### src/rtl/irqp_pkg.sv
// Shared definitions for the per-target interrupt presenter.
// Assumes priorities are 4 bits; "no source" is represented as priority -1.
package irqp_pkg;
    localparam int PRIO_W = 4;

    typedef enum logic [1:0] {
        SEL_TASKPRI = 2'd0,
        SEL_EOI     = 2'd1,
        SEL_ACK     = 2'd2,
        SEL_SPUR    = 2'd3
    } reg_sel_e;

    // Signed effective priority: -1 when no source is present.
    function automatic logic signed [PRIO_W:0] eff_prio(input logic present,
                                                        input logic [PRIO_W-1:0] p);
        return present ? signed'({1'b0, p}) : -(PRIO_W+1)'(1);
    endfunction
endpackage

### src/rtl/irqp_select.sv
// Highest-priority finder over a bit vector of sources.
// Scans from index 0 upward and replaces the winner only on a strictly
// greater priority, so ties go to the lowest index. Purely combinational.
module irqp_select #(
    parameter int NUM_SRC = 8,
    parameter int PW      = irqp_pkg::PRIO_W,
    localparam int IW     = (NUM_SRC > 1) ? $clog2(NUM_SRC) : 1
) (
    input  logic [NUM_SRC-1:0]         bits,
    input  logic [NUM_SRC-1:0][PW-1:0] prio,
    output logic                       found,
    output logic [IW-1:0]              idx,
    output logic [PW-1:0]              top
);
    // Linear scan, strict-greater replacement.
    always_comb begin
        found = 1'b0;
        idx   = '0;
        top   = '0;
        for (int i = 0; i < NUM_SRC; i++) begin
            if (bits[i] && (!found || prio[i] > top)) begin
                found = 1'b1;
                idx   = IW'(i);
                top   = prio[i];
            end
        end
    end
endmodule

### src/rtl/irqp_src_table.sv
// Per-source storage: pending bit, in-service bit, priority and vector.
// Assumes at most one of event / take / retire per cycle (the top gates them).
module irqp_src_table #(
    parameter int NUM_SRC = 8,
    parameter int PW      = irqp_pkg::PRIO_W,
    parameter int VEC_W   = 8,
    localparam int IW     = (NUM_SRC > 1) ? $clog2(NUM_SRC) : 1
) (
    input  logic                          clk,
    input  logic                          rst_n,
    input  logic                          evt_valid,
    input  logic                          evt_raise,
    input  logic [IW-1:0]                 evt_id,
    input  logic [PW-1:0]                 evt_prio,
    input  logic [VEC_W-1:0]              evt_vec,
    input  logic                          take_valid,
    input  logic [IW-1:0]                 take_id,
    input  logic                          retire_valid,
    input  logic [IW-1:0]                 retire_id,
    output logic [NUM_SRC-1:0]            pend,
    output logic [NUM_SRC-1:0]            insvc,
    output logic [NUM_SRC-1:0][PW-1:0]    prio,
    output logic [NUM_SRC-1:0][VEC_W-1:0] vec
);
    for (genvar g = 0; g < NUM_SRC; g++) begin : g_src
        logic hit_evt, hit_take, hit_ret;
        assign hit_evt  = evt_valid    && (evt_id    == IW'(g));
        assign hit_take = take_valid   && (take_id   == IW'(g));
        assign hit_ret  = retire_valid && (retire_id == IW'(g));

        // Pending bit: set/cleared by events, cleared by acknowledge.
        always_ff @(posedge clk) begin
            if (!rst_n)        pend[g] <= 1'b0;
            else if (hit_evt)  pend[g] <= evt_raise;
            else if (hit_take) pend[g] <= 1'b0;
        end

        // In-service bit: set by acknowledge, cleared by end of interrupt.
        always_ff @(posedge clk) begin
            if (!rst_n)        insvc[g] <= 1'b0;
            else if (hit_take) insvc[g] <= 1'b1;
            else if (hit_ret)  insvc[g] <= 1'b0;
        end

        // Priority and vector captured on every raise.
        always_ff @(posedge clk) begin
            if (!rst_n) begin
                prio[g] <= '0;
                vec[g]  <= '0;
            end else if (hit_evt && evt_raise) begin
                prio[g] <= evt_prio;
                vec[g]  <= evt_vec;
            end
        end
    end
endmodule

### src/rtl/irq_presenter.sv
// Per-target interrupt presenter: holds pending and in-service state,
// gates delivery by task priority and nesting level, and serves the
// task-priority, end-of-interrupt, acknowledge and spurious-vector registers.
// Assumes: a register strobe takes precedence; a source event presented in
// the same cycle as reg_wr or reg_rd is dropped.
module irq_presenter #(
    parameter int NUM_SRC            = 8,
    parameter int VEC_W              = 8,
    parameter logic [VEC_W-1:0] SPUR_INIT = '1,
    localparam int PW                = irqp_pkg::PRIO_W,
    localparam int IW                = (NUM_SRC > 1) ? $clog2(NUM_SRC) : 1
) (
    input  logic             clk,
    input  logic             rst_n,
    input  logic             src_valid,
    input  logic             src_raise,
    input  logic [IW-1:0]    src_id,
    input  logic [PW-1:0]    src_prio,
    input  logic [VEC_W-1:0] src_vec,
    input  logic             reg_wr,
    input  logic             reg_rd,
    input  logic [1:0]       reg_sel,
    input  logic [VEC_W-1:0] reg_wdata,
    output logic [VEC_W-1:0] reg_rdata,
    output logic             reg_rvalid,
    output logic             int_o
);
    import irqp_pkg::*;

    logic [PW-1:0]              ctpr_q;
    logic [VEC_W-1:0]           spur_q;
    logic                       int_q;
    logic [NUM_SRC-1:0]         pend, insvc;
    logic [NUM_SRC-1:0][PW-1:0] prio;
    logic [NUM_SRC-1:0][VEC_W-1:0] vec;

    // Winners of pending set, in-service set, and the two "after removal" sets.
    logic          p_found, s_found, pr_found, sr_found;
    logic [IW-1:0] p_idx, s_idx, pr_idx, sr_idx;
    logic [PW-1:0] p_top, s_top, pr_top, sr_top;

    logic [NUM_SRC-1:0] evt_hot, svc_hot;
    logic               reg_op, evt_go, ack_go, ack_ok, eoi_go, tp_wr;
    logic signed [PW:0] p_eff, s_eff, pr_eff, sr_eff, ctpr_eff, new_eff, tp_new_eff;
    logic               int_d;

    // Decode of register operations and event gating.
    always_comb begin
        reg_op = reg_wr || reg_rd;
        evt_go = src_valid && !reg_op;
        tp_wr  = reg_wr && (reg_sel == SEL_TASKPRI);
        ack_go = reg_rd && (reg_sel == SEL_ACK);
        eoi_go = reg_wr && (reg_sel == SEL_EOI) && s_found;
        evt_hot = NUM_SRC'(1) << src_id;
        svc_hot = NUM_SRC'(1) << s_idx;
    end

    irqp_src_table #(.NUM_SRC(NUM_SRC), .PW(PW), .VEC_W(VEC_W)) u_table (
        .clk          (clk),
        .rst_n        (rst_n),
        .evt_valid    (evt_go),
        .evt_raise    (src_raise),
        .evt_id       (src_id),
        .evt_prio     (src_prio),
        .evt_vec      (src_vec),
        .take_valid   (ack_go && ack_ok),
        .take_id      (p_idx),
        .retire_valid (eoi_go),
        .retire_id    (s_idx),
        .pend         (pend),
        .insvc        (insvc),
        .prio         (prio),
        .vec          (vec)
    );

    irqp_select #(.NUM_SRC(NUM_SRC), .PW(PW)) u_sel_pend (
        .bits(pend), .prio(prio), .found(p_found), .idx(p_idx), .top(p_top));
    irqp_select #(.NUM_SRC(NUM_SRC), .PW(PW)) u_sel_svc (
        .bits(insvc), .prio(prio), .found(s_found), .idx(s_idx), .top(s_top));
    irqp_select #(.NUM_SRC(NUM_SRC), .PW(PW)) u_sel_pend_rem (
        .bits(pend & ~evt_hot), .prio(prio), .found(pr_found), .idx(pr_idx), .top(pr_top));
    irqp_select #(.NUM_SRC(NUM_SRC), .PW(PW)) u_sel_svc_rem (
        .bits(insvc & ~svc_hot), .prio(prio), .found(sr_found), .idx(sr_idx), .top(sr_top));

    // Signed effective priorities used by all threshold comparisons.
    always_comb begin
        p_eff      = eff_prio(p_found, p_top);
        s_eff      = eff_prio(s_found, s_top);
        pr_eff     = eff_prio(pr_found, pr_top);
        sr_eff     = eff_prio(sr_found, sr_top);
        ctpr_eff   = eff_prio(1'b1, ctpr_q);
        new_eff    = eff_prio(1'b1, src_prio);
        tp_new_eff = eff_prio(1'b1, reg_wdata[PW-1:0]);
        ack_ok     = p_found && (p_eff > ctpr_eff);
    end

    // Next value of the interrupt line, one rule per operation.
    always_comb begin
        int_d = int_q;
        if (ack_go) begin
            int_d = 1'b0;
        end else if (tp_wr) begin
            if (p_eff <= tp_new_eff)  int_d = 1'b0;
            else if (p_eff > s_eff)   int_d = 1'b1;
        end else if (eoi_go) begin
            if (p_eff > sr_eff)       int_d = 1'b1;
        end else if (evt_go && src_raise) begin
            if (new_eff > ctpr_eff && new_eff > s_eff) int_d = 1'b1;
        end else if (evt_go && pend[src_id]) begin
            if (!(pr_eff > ctpr_eff && pr_eff > s_eff)) int_d = 1'b0;
        end
    end

    // Interrupt line register.
    always_ff @(posedge clk) begin
        if (!rst_n) int_q <= 1'b0;
        else        int_q <= int_d;
    end

    // Task priority and spurious vector registers.
    always_ff @(posedge clk) begin
        if (!rst_n) begin
            ctpr_q <= '1;
            spur_q <= SPUR_INIT;
        end else if (reg_wr) begin
            if (reg_sel == SEL_TASKPRI) ctpr_q <= reg_wdata[PW-1:0];
            if (reg_sel == SEL_SPUR)    spur_q <= reg_wdata;
        end
    end

    // Registered read path with one-cycle valid.
    always_ff @(posedge clk) begin
        if (!rst_n) begin
            reg_rdata  <= '0;
            reg_rvalid <= 1'b0;
        end else begin
            reg_rvalid <= reg_rd;
            if (reg_rd) begin
                case (reg_sel)
                    SEL_TASKPRI: reg_rdata <= VEC_W'(ctpr_q);
                    SEL_ACK:     reg_rdata <= ack_ok ? vec[p_idx] : spur_q;
                    SEL_SPUR:    reg_rdata <= spur_q;
                    default:     reg_rdata <= '0;
                endcase
            end
        end
    end

    assign int_o = int_q;
endmodule

### config.mk
export PLATFORM = sky130hd
export DESIGN_NAME = irq_presenter
export DESIGN_NICKNAME = d
export VERILOG_FILES = /design/src/rtl/irqp_pkg.sv /design/src/rtl/irqp_select.sv /design/src/rtl/irqp_src_table.sv /design/src/rtl/irq_presenter.sv
export SDC_FILE = /design/constraint.sdc
export NUM_CORES = 1
export LEC_CHECK = 0
export ABC_AREA = 1
export BUFFER_PORTS_ARGS = -buffer_cell sky130_fd_sc_hd__buf_2
export CORE_ASPECT_RATIO = 1.4
export CORE_UTILIZATION = 45
export CTS_CLUSTER_SIZE = 20
export DETAILED_ROUTE_END_ITERATION = 10
export SLEW_MARGIN = 5
export SYNTH_ARGS = -nofsm -noshare
export SYNTH_HDL_FRONTEND = slang
export SYNTH_SLANG_ARGS = --single-unit
### constraint.sdc
create_clock -name clk -period 48.3 [get_ports clk]
set_input_delay 2.415 -clock clk [delete_from_list [all_inputs] [get_ports clk]]
set_output_delay 2.415 -clock clk [all_outputs]
set_load 0.005 [all_outputs]
== After elaboration in Yosys (flattened, before gate mapping) ==
Cells that the tools add are included.
Word-level totals
  flip-flop bits (word level): 134
  bits of input ports: 31
  output and inout port bits: 10
Cells by class
  order comparisons: 38
  eq/ne operators: 28
  shift-type cells: 2
  mux-type cells: 129
  bitwise operators: 5
  reductions and logical operators: 154
Operators by type and width (count)
  4-bit two-way mux: 32
  4-bit greater-than comparator: 29
  1-bit two-way mux: 76
  1-bit logical AND: 71
  3-bit equality test (second input constant): 12
  2-bit nonzero test: 16
  5-bit greater-than comparator: 6
  1-bit logical NOT: 29
  1-bit logical OR: 29
  8-bit binary-select mux with 3-bit select: 1
  3-bit two-way mux: 8
  8-bit case mux with 3 select lines: 1
  5-bit two-way mux: 4
  3-bit by 2-bit equality test with 1-bit output (second input constant): 6
  8-bit bitwise AND: 2
  8-bit two-way mux: 2
  8-bit inverter: 2
  1-bit by 3-bit << shifter with 8-bit output (first input constant): 2
  3-bit by 1-bit equality test with 1-bit output (second input constant): 3
  3-bit logical NOT: 3
  3-bit by 4-bit < comparator with 1-bit output (second input constant): 2
  2-bit two-way mux: 4
  5-bit <= comparator: 1
  5-bit AND reduction: 1
  other kinds (12): 14

== Logic depth before layout (Yosys ltp) ==
  depth after elaboration: 66
  mapped depth: 162

== By module ==
A second synthesis with hierarchy kept.
Second synthesis, totals
  cells, all modules: 2029
  area total of the unflattened synthesis: 12335.6 um^2
By module, submodules not included
  irqp_src_table: instances 1, cells an instance 621, area each 4505.6 um^2
  irq_presenter: instances 1, cells an instance 502, area each 2805.2 um^2
  irqp_select (u_sel_svc ...): instances 2, cells an instance 226, area each 1257.5 um^2
  irqp_select (u_sel_pend ...): instances 2, cells an instance 227, area each 1255.0 um^2

== Least setup slack after synthesis ==
No wires, ideal clock.
  kind: register to register
  start: register u_table.insvc[0]
  end: register int_q (netlist: int_o)
  setup time: 0.076 ns
  arrival: 15.448 ns
  data required time: 48.224 ns
  setup slack: 32.777 ns
  stages on the path, launching flop included: 147
  path buffers: 4
  clock period less this slack: 15.523 ns
  path through: dfxtp_1 buf_6 nand2_1 ha_1 nand2_1 inv_2 nand2_1 nand2_1 nand2_1 a21oi_4 o21ai_0 ha_1 nand2_1 inv_1 nand2_1 nand2_1 nand2_1 nand2_1 [111 not listed] o21ai_0 a21oi_2 inv_2 nand3_1 nand2_1 inv_1 ha_1 a21oi_1 o21ai_0 nand2_1 nand2_1 a311oi_1 inv_1 o21ai_0 o21ai_0 nand2_1 o2111ai_1 a31oi_1
Between the ends
  longest elaborated chain between the ends: 65
Ends and longest elaborated chain
  start, declared: line irqp_src_table.sv:21  | output logic [NUM_SRC-1:0] insvc,
  start signal, assigned by index: line irqp_src_table.sv:40  | if (!rst_n) insvc[g] <= 1'b0;
  start signal, assigned by index: line irqp_src_table.sv:41  | else if (hit_take) insvc[g] <= 1'b1;
  start signal, assigned by index: line irqp_src_table.sv:42  | else if (hit_ret) insvc[g] <= 1'b0;
  4-bit two-way mux or 1-bit two-way mux (tied branches): line irqp_select.sv:21  | if (bits[i] && (!found || prio[i] > top)) begin
  4-bit greater-than comparator or 1-bit logical NOT (tied branches): line irqp_select.sv:21
  1-bit logical OR: line irqp_select.sv:21
  1-bit logical AND: line irqp_select.sv:21
  4-bit two-way mux or 1-bit two-way mux (tied branches): line irqp_select.sv:21
  4-bit greater-than comparator or 1-bit logical NOT (tied branches): line irqp_select.sv:21
  1-bit logical OR: line irqp_select.sv:21
  1-bit logical AND: line irqp_select.sv:21
  [49 not listed]
  4-bit greater-than comparator or 1-bit logical NOT (tied branches): line irqp_select.sv:21
  1-bit logical OR: line irqp_select.sv:21
  1-bit logical AND: line irqp_select.sv:21
  4-bit two-way mux or 1-bit two-way mux (tied branches): line irqp_select.sv:21
  5-bit two-way mux: line irqp_pkg.sv:16  | return present ? signed'({1'b0, p}) : -(PRIO_W+1)'(1);
  5-bit greater-than comparator: line irq_presenter.sv:106  | if (p_eff > sr_eff) int_d = 1'b1;
  3-bit != test (no source line)
  5-bit AND reduction (no source line)
  end signal, assigned: line irq_presenter.sv:117  | else int_q <= int_d;
  end, declared: line irq_presenter.sv:32  | logic int_q;
Parallel ways exist; a longest one is shown, timed or not.
A chain may end at the register's enable or synchronous reset.

== Worst setup path after layout ==
Ends and elaborated chain as after synthesis.

==> key figures <==
Placement
  • IO Port Bufs: 40
  • Routability cong.: ~0.93
  • DP HPWL: 26,000 um

Timing
  • Worst Max-Slew Pin Slew: 0.949 ns
  • Min Tclk post-route: 18.34 ns
  • Post-route setup TNS: 0 ns
  • Max-slew headroom: 36.3%
  • RSZ-0062 raised after global routing: false
  • Period utilization: a little under two fifths
  • Clk_skew: 0.00799 ns
  • Fin. max-slew vios: 0
  • Hold Violations, Final: 0
  • Setup violations, final: 0
  • Fmax: 0.0545 GHz

Drt
  • DR iter-0 viols: 583
  • DRC errors left: 0
  • WL final: 33,300 um
  • 1st-pass router iterations: 5
  • Post-route ant nets: 0
  • Drt wl/cell: roughly 16 um
  • Via Count: approximately 11,000
  • Mean number of vias per cell: about 5.5

Clocking
  • Resized cells post-CTS: 0
  • CTS root buf: clkbuf_16
  • CTS tree: yes
  • Max Buffers Root-to-Sink: 2
  • CTS Sinks: between 100 and 150
  • Hold-fix buffers, CTS: 0
  • H-tree levels: 4
  • Post-CTS Setup Inserts: 0
  • Latest clock arrival within the worst-skew pair: 0.43 ns
  • Inserted Clock Buffers: 17
  • Reg clk slew, reported paths: around 0.060 ns

Die
  • Total die area: 25,200 um^2
  • Initial Utilization: 45.9%
  • Core Region: approximately 24,000 um^2
  • FP Rows: 67
  • Die Wd: 134 um
  • Die H: 187 um
  • Io pins: a little over 40

Global route
  • Routing usage on met3: 2.66%
  • Largest net degree at the start of global routing: around 70
  • Met1 Use GR: about a third
  • Met2 usage in global routing: between 50% and 60%
  • GRT Util Overall: 27.2%
  • Remaining global-route overflow: 0
  • First-pass GRT wire length: 53,800 um
  • Vias in the first global route: ~11,000
  • Busiest grt layer: met2
  • Antenna violations before repair: 0

Critical path
  • Crit. End Element: register
  • Worst EP arrival: 18.69 ns
  • Slowest stage cell, crit path: dfxtp_1
  • Most frequent CP cell: nand2_1
  • Crit path buf inv count: 10
  • Critical path's largest stage delay: approximately 0.60 ns
  • Setup CP Type: register to register
  • CP max FO: 11
  • Crit path required time: 48.64 ns
  • Delay-heaviest family, CP: simple AND/OR/NAND/NOR gates
  • Critical Path Source Type: register

Layout
  • Area grow syn2layout: 8.99%
  • Nets@finish: 1,888
  • Share of layout cells above drive strength 1: 8.94%

Pwr
  • P per Cell Area: 32.2 nW/um^2
  • Psw: ~0.00014 W
  • Combinational share of power: 37.0%
  • P_leak: 6.05 nW
  • Peak supply drop: 0.0261 mV
  • Final Power: 0.000388 W
  • Register share of total power: 29.8%
  • Switch share: between 30% and 40%
  • Clock network power share: between 30% and 40%
  • Cell internal pwr: 0.000245 W

Min path
  • Hold crit path type: register to register

Logic synthesis
  • Top cell type's share of synthesized area: 24.3%
  • Post-Syn Area per Cell: 6.53 um^2
  • Ys Warns: 0
  • Mapped cell area: roughly 11,000 um^2
  • Post-synth top area cell: dfxtp_1
  • Number of library cell types mapped by synthesis: 50
  • Synth Net Count: 1,869
  • Synth top area cells: dfxtp_1 24%, ha_1 17%, nand2_1 13%
  • Yosys reg bits: 134
  • Sequential share of the synthesized area: approximately a quarter
  • Cells after Synth: 1,691

Job
  • Max-cap violations: 0

Status
  • Status: completed
==> synth_stat cells (all sizes together) <==
cell	n
a211oi	2
a21boi	2
a21oi	126
a22oi	2
a311oi	1
a31o	1
a31oi	8
a41oi	2
and2	6
buf	14
clkbuf	30
clkinv	5
dfxtp	134
ha	147
inv	191
nand2	411
nand3	59
nand3b	10
nand4	22
nor2	211
nor3	1
nor4	1
o2111ai	3
o211ai	24
o21ai	235
o21bai	15
o22ai	7
o31ai	1
o32ai	1
or2	19
==> area by class of cell <==
cell class | count | area [um^2]
fill | 2515 | 12000
sequential | 134 | 2680
inverter | 196 | 747
timing repair buffer | 44 | 230
clock buffer | 20 | 457
antenna | 1 | 2.50
multi-input combinational | 1317 | 7410
tap | 310 | 388
clock inverter | 12 | 128
==> power groups by stage <==
stage	Sequential, W	Combinational, W	Clock [W]
final	0.000116	0.000144	0.000129
after global routing	0.000116	0.000165	0.000136
after CTS	0.000115	0.000143	0.000131
after detailed placement	0.000118	0.000143	0
after global placement	0.000118	0.000140	0
after floorplan	0.000117	0.000111	0
==> cells by family (layout without fill, tap and decap cells) <==
group                      count (synthesis)  after routing  share of synthesized area, %
AOI/OAI and AO/OA                        430            430                          21.4
DFF                                      134            134                          24.3
other                                      0              1                             0
buffers and inverters                    240            272                          8.68
adders and majority gates                147            147                          16.6
and+or+nand+nor                          740            740                          28.9
==> metal layers <==
layer / routed length, um / up-vias / share of wire (%)
met1: 14300 / 5157 / 43
met3: 1060 / 56 / 3.2
met4: 1030 / 0 / 3.1
met5: 0 / - / 0
li1: - / 5687 / -
met2: 16900 / 225 / 51
==> state kept, by name (all words and copies together), names as in the netlist <==
| register | cells |
|---|---|
| ctpr_q | 4 |
| int_o | 1 |
| reg_rdata | 8 |
| reg_rvalid | 1 |
| spur_q | 8 |
| u_table.insvc | 8 |
| u_table.pend | 8 |
| u_table.prio | 32 |
| u_table.vec | 64 |
==> metrics by stage <==
step / instances / util [%] / hold WS (ns) / cell area [um^2] / setup WS [ns]
floorplan: 1691 / - / 0.430 / 11000 / 32.78
global placement: 2001 / 47.6 / 0.440 / 11500 / 30.44
detailed placement: 2001 / 47.6 / 0.446 / 11500 / 30.10
CTS: 2033 / 50.0 / 0.455 / 12000 / 30.03
global route: 2033 / 50.0 / 0.469 / 12000 / 27.67
finish: 2034 / 50.0 / 0.455 / 12000 / 29.96
==> layout by cell type (no fill, tap or decap), types with 6 or more instances in the layout <==
master | netlist | routed
and2_1 | 6 | 6
inv_2 | 19 | 19
inv_1 | 172 | 172
nor2_1 | 199 | 199
nand2_1 | 391 | 391
or2_0 | 7 | 7
o21bai_1 | 15 | 15
ha_1 | 147 | 147
o21ai_1 | 27 | 27
o21ai_0 | 206 | 206
nand4_1 | 20 | 20
o211ai_1 | 24 | 24
nand3_2 | 6 | 6
dfxtp_1 | 134 | 134
nand2_2 | 16 | 16
or2_1 | 7 | 7
a31oi_1 | 8 | 8
a21oi_1 | 118 | 118
a21oi_2 | 6 | 6
o22ai_1 | 7 | 7
nand3b_1 | 9 | 9
clkbuf_16 | 0 | 17
nand3_1 | 53 | 53
nor2_2 | 9 | 9
buf_2 | 7 | 40
==> tightest hold or removal path: stages (launching register included) <==
cell and delay (ns):
dfxtp_1 0.29, inv_1 0.06, a21oi_1 0.06
==> worst paths after layout <==
| kind | slack, ns | startpoint | depth (start not counted) | end |
|---|---|---|---|---|
| worst max-delay path | 29.96 | u_table.insvc[0] | 139 | int_o |
| worst min-delay path | 0.46 | u_table.vec[25] | 2 | u_table.vec[25] |
| worst max register to register | 29.96 | u_table.insvc[0] | 139 | int_o |
| worst min register to register | 0.46 | u_table.vec[25] | 2 | u_table.vec[25] |
Note: power is estimated with default switching activity, not from simulation.
